$ cat config.mk
export PLATFORM = sky130hd
export DESIGN_NAME = rx_status_queue
export DESIGN_NICKNAME = d
export VERILOG_FILES = /design/src/rtl/rsq_pkg.sv /design/src/rtl/rsq_store.sv /design/src/rtl/rsq_view.sv /design/src/rtl/rx_status_queue.sv
export SDC_FILE = /design/constraint.sdc
export NUM_CORES = 1
export LEC_CHECK = 0
export BUFFER_PORTS_ARGS = -buffer_cell sky130_fd_sc_hd__buf_2
export CAP_MARGIN = 20
export CORE_ASPECT_RATIO = 1.2
export CORE_MARGIN = 2
export CORE_UTILIZATION = 67
export DETAILED_ROUTE_END_ITERATION = 7
export PLACE_DENSITY = 0.85
export SYNTH_ARGS = -nofsm -noshare
export SYNTH_HDL_FRONTEND = slang
export SYNTH_SLANG_ARGS = --single-unit
export TNS_END_PERCENT = 5
$ cat constraint.sdc
create_clock -name clk -period 6.7 [get_ports clk]
set_input_delay 1.34 -clock clk [delete_from_list [all_inputs] [get_ports clk]]
set_output_delay 1.34 -clock clk [all_outputs]
set_load 0.02 [all_outputs]
$ cat src/rtl/rsq_pkg.sv
package rsq_pkg;

  typedef enum logic {
    FMT_CHAR  = 1'b0,
    FMT_FRAME = 1'b1
  } fmt_e;

  // Low-order ones mask of n bits, saturating at 32 bits.
  function automatic logic [31:0] low_ones(input int unsigned n);
    if (n >= 32) return '1;
    return (32'd1 << n) - 32'd1;
  endfunction

endpackage

$ cat src/rtl/rsq_store.sv
module rsq_store #(
  parameter int DEPTH  = 32,
  parameter int FLAG_W = 5
) (
  input  logic              clk,
  input  logic              rst,
  input  logic              push,
  input  logic [FLAG_W-1:0] push_flags,
  input  logic              pop,
  input  logic              flush,
  output logic              nxt_head_valid,
  output logic [FLAG_W-1:0] nxt_head_flags,
  output logic              nxt_follow_valid,
  output logic [FLAG_W-1:0] nxt_follow_flags,
  output logic              overflow
);
  localparam int AW = $clog2(DEPTH);
  localparam int CW = AW + 1;
  localparam logic [CW-1:0] FULL_CNT = CW'(DEPTH);

  logic [FLAG_W-1:0] mem [DEPTH];
  logic [AW-1:0]     rd_ptr, wr_ptr, rd_nxt, rd_nxt2;
  logic [CW-1:0]     count, count_nxt;
  logic              pop_ok, push_ok, drop;

  initial begin
    if ((1 << AW) != DEPTH) $error("rsq_store: DEPTH must be a power of two");
  end

  always_comb begin
    pop_ok    = pop && (count != '0) && !flush;
    push_ok   = push && !flush && ((count != FULL_CNT) || pop_ok);
    drop      = push && !flush && !push_ok;
    rd_nxt    = rd_ptr + AW'(pop_ok);
    rd_nxt2   = rd_nxt + AW'(1);
    count_nxt = flush ? '0 : (count + CW'(push_ok) - CW'(pop_ok));
  end

  // Storage: write-only port with no reset so a RAM can be inferred.
  always_ff @(posedge clk) begin
    if (push_ok) mem[wr_ptr] <= push_flags;
  end

  always_ff @(posedge clk) begin
    if (rst || flush) begin
      rd_ptr   <= '0;
      wr_ptr   <= '0;
      count    <= '0;
      overflow <= 1'b0;
    end else begin
      rd_ptr <= rd_nxt;
      count  <= count_nxt;
      if (push_ok) wr_ptr <= wr_ptr + AW'(1);
      if (drop) overflow <= 1'b1;
    end
  end

  // Look-ahead of the two front entries, with bypass of the word being written.
  always_comb begin
    nxt_head_valid   = !rst && (count_nxt != '0);
    nxt_follow_valid = !rst && (count_nxt > CW'(1));
    if (push_ok && (wr_ptr == rd_nxt)) nxt_head_flags = push_flags;
    else                               nxt_head_flags = mem[rd_nxt];
    if (push_ok && (wr_ptr == rd_nxt2)) nxt_follow_flags = push_flags;
    else                                nxt_follow_flags = mem[rd_nxt2];
    if (!nxt_head_valid)   nxt_head_flags   = '0;
    if (!nxt_follow_valid) nxt_follow_flags = '0;
  end

  // occupancy never exceeds capacity
  a_r1_count_bound: assert property (@(posedge clk) disable iff (rst)
    count <= FULL_CNT);

  // a dropped push leaves the occupancy as it was
  a_r7_drop_keeps_count: assert property (@(posedge clk) disable iff (rst)
    drop |=> $stable(count));

  // the overflow indication is sticky until a clear
  a_r7_sticky_overflow: assert property (@(posedge clk) disable iff (rst)
    (overflow && !flush) |=> overflow);

  // simultaneous accepted push and pop keep the occupancy
  a_r8_pair_keeps_count: assert property (@(posedge clk) disable iff (rst)
    (push_ok && pop_ok) |=> $stable(count));

  // any clear source empties the queue
  a_r9_flush_empties: assert property (@(posedge clk) disable iff (rst)
    flush |=> (count == '0) && !overflow);

endmodule

$ cat src/rtl/rsq_view.sv
module rsq_view #(
  parameter int FLAG_W      = 5,
  parameter int ASYNC_FLAGS = 4
) (
  input  logic              clk,
  input  logic              rst,
  input  logic              flush,
  input  logic              framed_mode,
  input  logic              head_valid,
  input  logic [FLAG_W-1:0] head_flags,
  input  logic              follow_valid,
  input  logic [FLAG_W-1:0] follow_flags,
  output logic [FLAG_W:0]   head_view,
  output logic [FLAG_W:0]   follow_view,
  output logic [FLAG_W:0]   combined_view
);
  import rsq_pkg::*;

  localparam logic [31:0]       CHAR_MASK32 = low_ones(ASYNC_FLAGS);
  localparam logic [FLAG_W-1:0] CHAR_MASK   = CHAR_MASK32[FLAG_W-1:0];

  fmt_e              fmt;
  logic [FLAG_W-1:0] mask, hf, ff;

  always_comb begin
    fmt  = fmt_e'(framed_mode);
    mask = (fmt == FMT_FRAME) ? {FLAG_W{1'b1}} : CHAR_MASK;
    hf   = head_flags & mask;
    ff   = follow_flags & mask;
  end

  always_ff @(posedge clk) begin
    if (rst || flush) begin
      head_view     <= '0;
      follow_view   <= '0;
      combined_view <= '0;
    end else begin
      head_view     <= {hf, head_valid};
      follow_view   <= {ff, follow_valid};
      combined_view <= {hf | ff, head_valid | follow_valid};
    end
  end

  // a second entry can only be present behind a head entry
  a_r3_follow_needs_head: assert property (@(posedge clk) disable iff (rst)
    follow_view[0] |-> head_view[0]);

  // an empty head stage shows no stale flags
  a_r2_empty_head_zero: assert property (@(posedge clk) disable iff (rst)
    !head_view[0] |-> (head_view == '0) && (follow_view == '0));

  // the combined presence bit follows the head presence bit
  a_r4_combined_presence: assert property (@(posedge clk) disable iff (rst)
    combined_view[0] == head_view[0]);

  // clears zero every view on the next edge
  a_r9_clear_views: assert property (@(posedge clk) disable iff (rst)
    flush |=> (head_view == '0) && (follow_view == '0) && (combined_view == '0));

endmodule

$ cat src/rtl/rx_status_queue.sv
module rx_status_queue #(
  parameter int DEPTH       = 32,
  parameter int FLAG_W      = 5,
  parameter int ASYNC_FLAGS = 4
) (
  input  logic              clk,
  input  logic              rst,
  input  logic              push,
  input  logic [FLAG_W-1:0] push_flags,
  input  logic              pop,
  input  logic              rx_clear,
  input  logic              chan_clear,
  input  logic              stop_mode,
  input  logic              framed_mode,
  output logic [FLAG_W:0]   head_view,
  output logic [FLAG_W:0]   follow_view,
  output logic [FLAG_W:0]   combined_view,
  output logic              overflow
);
  logic              flush;
  logic              n_head_v, n_follow_v;
  logic [FLAG_W-1:0] n_head_f, n_follow_f;

  assign flush = rx_clear | chan_clear | stop_mode;

  rsq_store #(.DEPTH(DEPTH), .FLAG_W(FLAG_W)) i_store (
    .clk              (clk),
    .rst              (rst),
    .push             (push),
    .push_flags       (push_flags),
    .pop              (pop),
    .flush            (flush),
    .nxt_head_valid   (n_head_v),
    .nxt_head_flags   (n_head_f),
    .nxt_follow_valid (n_follow_v),
    .nxt_follow_flags (n_follow_f),
    .overflow         (overflow)
  );

  rsq_view #(.FLAG_W(FLAG_W), .ASYNC_FLAGS(ASYNC_FLAGS)) i_view (
    .clk           (clk),
    .rst           (rst),
    .flush         (flush),
    .framed_mode   (framed_mode),
    .head_valid    (n_head_v),
    .head_flags    (n_head_f),
    .follow_valid  (n_follow_v),
    .follow_flags  (n_follow_f),
    .head_view     (head_view),
    .follow_view   (follow_view),
    .combined_view (combined_view)
  );

endmodule

==> results of run 1 <==
==> path summary, 6_finish.rpt <==
check,from,to,slack [ps]
worst min register to register,i_store.overflow$_SDFFE_PP0P_,i_store.overflow$_SDFFE_PP0P_,440
worst max register to register,i_store.count[3]$_SDFF_PP0_,i_view.combined_view[4]$_SDFF_PP0_,2570
worst max-delay path,chan_clear,i_view.combined_view[4]$_SDFF_PP0_,1880
worst min-delay path,i_store.overflow$_SDFFE_PP0P_,i_store.overflow$_SDFFE_PP0P_,440
==> cell usage after synthesis, types with 2 or more instances <==
cell type,instances
sky130_fd_sc_hd__o2111ai_1,2
sky130_fd_sc_hd__nor2b_1,2
sky130_fd_sc_hd__mux2i_1,20
sky130_fd_sc_hd__nand2_1,46
sky130_fd_sc_hd__and2_1,5
sky130_fd_sc_hd__o31ai_1,2
sky130_fd_sc_hd__a21oi_1,8
sky130_fd_sc_hd__buf_2,17
sky130_fd_sc_hd__a21o_1,2
sky130_fd_sc_hd__dfxtp_1,35
sky130_fd_sc_hd__mux4_2,85
sky130_fd_sc_hd__nor3_1,3
sky130_fd_sc_hd__inv_1,18
sky130_fd_sc_hd__xor2_1,8
sky130_fd_sc_hd__o21ai_0,9
sky130_fd_sc_hd__nor2_1,56
sky130_fd_sc_hd__nand4_1,6
sky130_fd_sc_hd__o21a_1,3
sky130_fd_sc_hd__a211oi_1,2
sky130_fd_sc_hd__buf_6,4
sky130_fd_sc_hd__a22oi_1,7
sky130_fd_sc_hd__or3b_2,2
sky130_fd_sc_hd__ha_1,16
sky130_fd_sc_hd__edfxtp_1,160
sky130_fd_sc_hd__nand3b_1,8
sky130_fd_sc_hd__clkbuf_1,6
sky130_fd_sc_hd__a32oi_1,4
sky130_fd_sc_hd__nand3_1,19
sky130_fd_sc_hd__nand2b_1,4
sky130_fd_sc_hd__buf_4,8
sky130_fd_sc_hd__o22ai_1,4
sky130_fd_sc_hd__xnor2_1,12
==> worst min-delay path, delay by kind of cell (launching register included) <==
kind	cells	cell delay [ps]
buf+inv	1	40
compound gates	1	40
flops	1	310
==> per-stage QoR <==
step                      cells  total power [W]
final                       820          0.00231
after detailed placement    787          0.00137
after floorplan             616          0.00134
after CTS                   819          0.00231
after global placement      787          0.00136
after global routing        820          0.00236
==> area by class of cell <==
| class | instances | area, sq um |
|---|---|---|
| clock buffers | 18 | 429 |
| clock inverters | 14 | 128 |
| fillers | 823 | 3520 |
| inverters | 18 | 67.6 |
| multi-input cells | 367 | 3820 |
| flip-flops and latches | 195 | 5510 |
| well taps | 171 | 214 |
| repair buffers | 37 | 198 |
==> metal layers <==
layer / wire length [um] / GRT usage / up-vias / share of wire
met1: 8100 / 0.392 / 2957 / 0.37
li1: - / - / 2471 / -
met2: 10800 / 0.490 / 379 / 0.49
met5: 0 / 0 / - / 0
met3: 2100 / 0.0781 / 81 / 0.095
met4: 1050 / 0.144 / 0 / 0.047
==> registers in the layout, summed over array words and instances (netlist names) <==
signal                cells
i_store.count             6
i_store.mem             160
i_store.overflow          1
i_store.rd_ptr            5
i_store.wr_ptr            5
i_view.combined_view      6
i_view.follow_view        6
i_view.head_view          6
==> report_power, final <==
| part | leakage, nW | internal (W) | switching, W | total, W |
|---|---|---|---|---|
| logic | 1.44 | 0.00000569 | 0.0000245 | 0.0000302 |
| clock network | 0.271 | 0.000516 | 0.000451 | 0.000967 |
| registers | 1.72 | 0.00131 | 0.000000354 | 0.00131 |
==> kinds of logic after synthesis <==
group                    count (synthesis)  synth area share
AND/OR/NAND/NOR                        165            0.0848
AO/OA/AOI/OAI                           56            0.0414
flip-flops                             195             0.574
multiplexers                           105             0.220
XOR/XNOR                                24            0.0269
buffers and inverters                   54            0.0296
adder cells (fa/ha/maj)                 17            0.0230
==> reports/results.txt, run 1 <==
The area share of the largest cell type after synthesis is 0.501, and the buffers plus inverters on the worst setup path is 1. Among cell families on the critical path, the largest total delay comes from simple AND/OR/NAND/NOR gates. The share of the yosys chip area belonging to registers was 0.574; the effective utilization at floorplan was 0.691. The number of hold buffers added after CTS was 0. The routed via count is 5888, and the clock skew after layout is 11.6 ps. Pin placement for this block handled 32 I/O pins. In this run the vertical extent of the chip is 135 um. The checks that failed: design-rule violations. The count of endpoints failing setup in the final report was 0.

Along the worst path, the maximum fanout reaches 41. The async set-or-reset flop fraction in the synthesized netlist was 0; the clock latency at the later pin of the worst-skew pair was 440 ps. Counting every sink on the clock net gives 195. The tools report the kind of end point of the critical path as a flip-flop.

The run gives 9590 sq um as the post-synthesis instance area. The tools report the data required time of the critical path as 7020 ps. The flow ran to the end, but the final reports show violations. For this run, design rule violations remaining after detail routing come to 7. In this run the number of cells on the critical path is 13. The first global-routing pass estimated 33800 um of wire.

Clock-pin slew was measured on the worst setup and hold paths at 70 ps. The root buffer cell was sky130_fd_sc_hd__clkbuf_16. Derived from the worst setup path, the maximum achievable clock frequency is 207 MHz. The global route total overflow is 0. TritonCTS built the clock tree. Row generation in the floorplan step produced 47 rows. Entering global routing, the biggest net connects 45 pins. By startpoint and endpoint, the worst setup path is classified as in2reg. Setup repair after global routing left no endpoint under its margin.

The share of post-route cells with drive strength above 1 was 0.260; the synthesized area per cell was 15.6 sq um. For this run, the detailed router's first-pass iteration total came to 7. The run gives 0.304 as the all-layer global routing usage. At the worst endpoint, the arrival time is 5150 ps. In the layout the commonest cells are 160 x sky130_fd_sc_hd__edfxtp_1, 85 x sky130_fd_sc_hd__mux4_2, 56 x sky130_fd_sc_hd__nor2_1. The number of endpoints with negative hold slack in the final report was 0; the via density per instance was 7.18. The worst-case IR drop observed on VDD is 0.215 mV. Maximum cell stage delay along the critical path: 870 ps. The share of the cycle needed by the critical path after routing is 0.720, and the number of cells on the worst reg-to-reg path is 12.

Among all flip-flop cells after synthesis, the most frequent one is sky130_fd_sc_hd__edfxtp_1. The final worst-path setup slack was 1880 ps; the number of cells on the worst hold path was 2. In this run, synthesis produced a sequential element count of 195.

Subtracting the final worst setup slack from the clock period gives 4820 ps. The setup TNS after final layout is 0 ps, and the number of setup buffers added after CTS is 0. The run gives 15300 sq um as the overall die area. The placed instances occupy a cell area of 9800 sq um. The worst hold slack was 442 ps.

Core region area: 13900 sq um. The routed design has 22100 um of wire. The tools report the nature of the critical path startpoint as an input pin. Detailed placement ended at an HPWL of 14600 um. In this run the power density over the cells is 223 nW/um^2. In this run the remaining antenna-violating nets after routing total 0.

The worst slack at placement was 1340 ps. Leaving out fill and tap cells, the most frequent cell in the layout is sky130_fd_sc_hd__edfxtp_1. The post-synthesis net count is 646, and the routability-driven placement congestion ratio is 0.931.

Transition at the pin with the smallest max-transition slack: 1050 ps. The Yosys step of the flow raised 0 warnings. The initial antenna violation count was 0; the via count of the first global-routing pass was 5871. sky130_fd_sc_hd__edfxtp_1 takes more of the synthesized area than any other cell. For the final count of pins violating max slew, the log shows 0. The number of enable flip-flop cells after synthesis is 160, and the number of instances resized during post-cts repair is 0. From synthesis to final layout, the design area changed by 8.00%.

In the post-synthesis netlist, the biggest area contributors are sky130_fd_sc_hd__edfxtp_1 50%, sky130_fd_sc_hd__mux4_2 20%, sky130_fd_sc_hd__dfxtp_1 7.3%. The die span in x was 113 um; the count of max-cap constraint violations was 0. In this run the number of H-tree levels came out at 4. For the relative slew slack, the log shows 0.292. Master of the slowest instance on the critical path: sky130_fd_sc_hd__ha_2. The path class of the tightest hold or removal check is reg2reg. With fillers left out, the area of the finished cells amounts to 10400 sq um.

The number of clock buffers inserted by TritonCTS came out at 17. The antenna diode count was 0. During placement, the flow inserted port buffers numbering 31. The routed length per instance came out at 26.9 um. In this run the deepest clock path goes through 2 buffers.

Synthesis produced 616 cells. Summed over all cells, the static leakage comes to 3.43 nW. The tools report the DRC marker count from the first detailed-route iteration as 914.

For the utilization after layout, the log shows 0.746. The critical path goes through buf_2 > nor3_1 > nand2_1 > a41oi_1 > ha_4 > ha_2 > xor2_1 > nor2_1 > nand3_1 > nor4b_2 > nor2b_1 > nand4_1 > nand3b_1. The post-layout net count came out at 666. The synthesized netlist contains 65 unique library cells.
Power figures use the tool's default switching activity.
==> inputs of run 2 (changes only) <==
- CORE_UTILIZATION: 67 -> 56
- PLACE_DENSITY: 0.85 -> 0.76
- clock period: 6.7 -> 4.1 ns (I/O delays scaled with it)
==> run 2 against run 1 <==
Against the previous run: the flow now finishes without violations; worst setup slack got worse by 1500 ps; largest power group unchanged; clock skew is 4.5 ps lower; wire length shrank 4.0%; critical path type unchanged; utilization shrank 11 points; clock power increased by 70%.
==> reports/results.txt, run 2 (synthesis gave the netlist of run 1 again) <==
The logs give 2 for the maximum count of clock buffers along a single path and 0.283 mV for the highest ir drop seen on vdd. The final count of pins violating max slew was 0. The endpoint identified for the worst register-to-register timing path is i_view.combined_view[1]$_SDFF_PP0_. Number of endpoints with negative hold slack in the final report: 0. The register bank with the most flops was i_store.mem. Counting every sink on the clock net gives 195. Data arrives at the worst endpoint at 4010 ps. The via density per instance came out at 6.53. The share of the cycle needed by the critical path after routing was 0.899. The clock tree synthesis step divided the H-tree into 4 levels. Once detailed placement completed, the half-perimeter wirelength came to 14800 um.

Max-cap violations in this run came to 0. In this run the tool buffered the top-level ports with 31 buffer cells. The run gives 451 ps as the worst hold slack.

In this run the critical register-to-register path is launched from i_store.count[4]$_SDFF_PP0_. TritonCTS built the clock tree. The run gives 0.248 as the all-layer global routing usage.

Detailed routing placed a total of 10600 um of wire on met2. The critical path class was in2reg. The run gives 7870 um as the met1 routed wirelength after detailed routing. The routed via count is 5792, and the setup TNS after final layout is 0 ps.

Global routing finished with a remaining overflow of 0. The final layout contains routed wiring with a total length of 21200 um. The relative slew slack was 0.551; the routability-driven placement congestion ratio was 0.923. The tools report the met3 wire length as 1720 um. STA classifies the critical path startpoint as an input pin.

Most common cell after layout, fill and taps aside: sky130_fd_sc_hd__edfxtp_1. 0 antenna diodes ended up in the layout. The via count of the first global-routing pass was 5812. The highest layer touched by signal routing is met4. The flip-flop count of the largest register after layout came out at 160.

For the post-route DRC violation count, the log shows 0. Once placement finished, the instance area stood at 10100 sq um. The worst setup path is captured at a flip-flop. For this design the static power due to leakage is 3.57 nW. The initialized floorplan defines 52 standard-cell rows. Along the worst hold path, the cell count comes to 2.

The maximum fanout encountered on the critical timing path is 20. The path class of the tightest hold or removal check is reg2reg. The tools report the timing startpoint of the critical path as chan_clear. For this design the ratio of total power to cell area is 360 nW/um^2.

The clock skew after layout is 7.01 ps, and the detailed-routing iteration count for the pre-antenna-repair pass is 5. The transition at the pin with the smallest max-transition slack is 673 ps. STA puts the critical path data required time at 4430 ps. Based on the critical path, the design can be clocked at up to 271 MHz. The clock slew seen by the registers of the worst setup and hold paths works out to 70 ps. The height of the die came out at 147 um. The end of the worst hold path is i_store.overflow$_SDFFE_PP0P_. The first global-routing pass estimated 32700 um of wire. During I/O placement, the number of pins put on the boundary was 32. In the layout the commonest cells are 160 x sky130_fd_sc_hd__edfxtp_1, 85 x sky130_fd_sc_hd__mux4_2, 56 x sky130_fd_sc_hd__nor2_1. The run gives 627 as the DRC marker count from the first detailed-route iteration. The detail route stage leaves a number of antenna-violating nets equal to 0.

The initial antenna violation count was 0. Setup repair after global routing left no endpoint under its margin. The post-layout net count was 688; the relative area change from synthesis to final layout was 11.0%. The effective utilization at floorplan is 0.569, and the clock latency at the later pin of the worst-skew pair is 440 ps. The floorplan step defined a die boundary enclosing 18200 sq um. The pin count of the biggest net entering global routing was 52.

The count of endpoints failing setup in the final report is 0. The source of the worst hold timing path was i_store.overflow$_SDFFE_PP0P_. The flow ran to the end, and the final reports show no timing, DRC or antenna violations. Root buffer cell: sky130_fd_sc_hd__clkbuf_16. The routed length per instance was 23.9 um; the number of clock buffers inserted by TritonCTS was 17. Core region area: 16900 sq um. The share of post-route cells with drive strength above 1 was 0.283; the die span in x was 123 um. In this run the register-to-register setup slack is 570 ps. For the design area, the log shows 10600 sq um. The clock period minus worst slack was 3690 ps; the number of cells on the worst reg-to-reg path was 12.
run 2: worst max-delay path by stage:
stage | end | slack (ps) | cells past startpoint
after floorplan | i_view.combined_view[1]$_SDFF_PP0_ | 150 | 14
after global placement | i_view.combined_view[1]$_SDFF_PP0_ | 20 | 13
after detailed placement | i_view.combined_view[2]$_SDFF_PP0_ | -140 | 18
after CTS | i_view.combined_view[2]$_SDFF_PP0_ | 310 | 18
after global routing | i_view.combined_view[3]$_SDFF_PP0_ | 110 | 18
final | i_view.combined_view[1]$_SDFF_PP0_ | 410 | 13
run 2: metal layers:
layer | vias to the layer above | global-route usage
li1 | 2505 | -
met1 | 2902 | 0.314
met2 | 320 | 0.403
met3 | 65 | 0.0547
met4 | 0 | 0.122
met5 | - | 0
run 2: what timing repair did:
action / 4_1_cts / 5_1_grt
gates resized for setup: 0 / 1
endpoints found under the setup margin: 0 / 3
hold endpoints to repair: 0 / 0
setup buffers: 0 / 0
hold buffers: 0 / 0
run 2: through the flow:
step                      utilization  worst slack [ps]  instances  power, W
after global placement          0.597              22.0        855   0.00223
after floorplan                     -               152        616   0.00219
final                           0.632               415        887   0.00383
after CTS                       0.631               308        887   0.00384
after global routing            0.632               109        887   0.00392
after detailed placement        0.597              -142        855   0.00223
run 2: area by class of cell:
type                    count  area [sq um]
fillers                  1151          6200
flip-flops and latches    195          5510
multi-input cells         367          3820
clock buffers              17           425
repair buffers             59           403
well taps                 216           270
clock inverters            15           153
inverters                  18          67.6
run 2: worst max-delay path: stages:
cell and delay, ps:
sky130_fd_sc_hd__buf_2 110, sky130_fd_sc_hd__nor3_1 250, sky130_fd_sc_hd__nand2_1 130, sky130_fd_sc_hd__a41oi_2 260, sky130_fd_sc_hd__ha_4 180, sky130_fd_sc_hd__ha_1 150, sky130_fd_sc_hd__buf_4 240, sky130_fd_sc_hd__buf_4 340
sky130_fd_sc_hd__mux4_2 410, sky130_fd_sc_hd__mux4_2 490, sky130_fd_sc_hd__o21ai_0 290, sky130_fd_sc_hd__o22ai_1 150, sky130_fd_sc_hd__nand3b_1 170
run 2: report_power, final:
part / switching (W) / leakage [nW] / total (W) / internal [W]
Combinational: 0.0000381 / 1.57 / 0.0000479 / 0.00000984
Clock: 0.000740 / 0.278 / 0.00164 / 0.000903
Sequential: 0.000000553 / 1.72 / 0.00214 / 0.00214
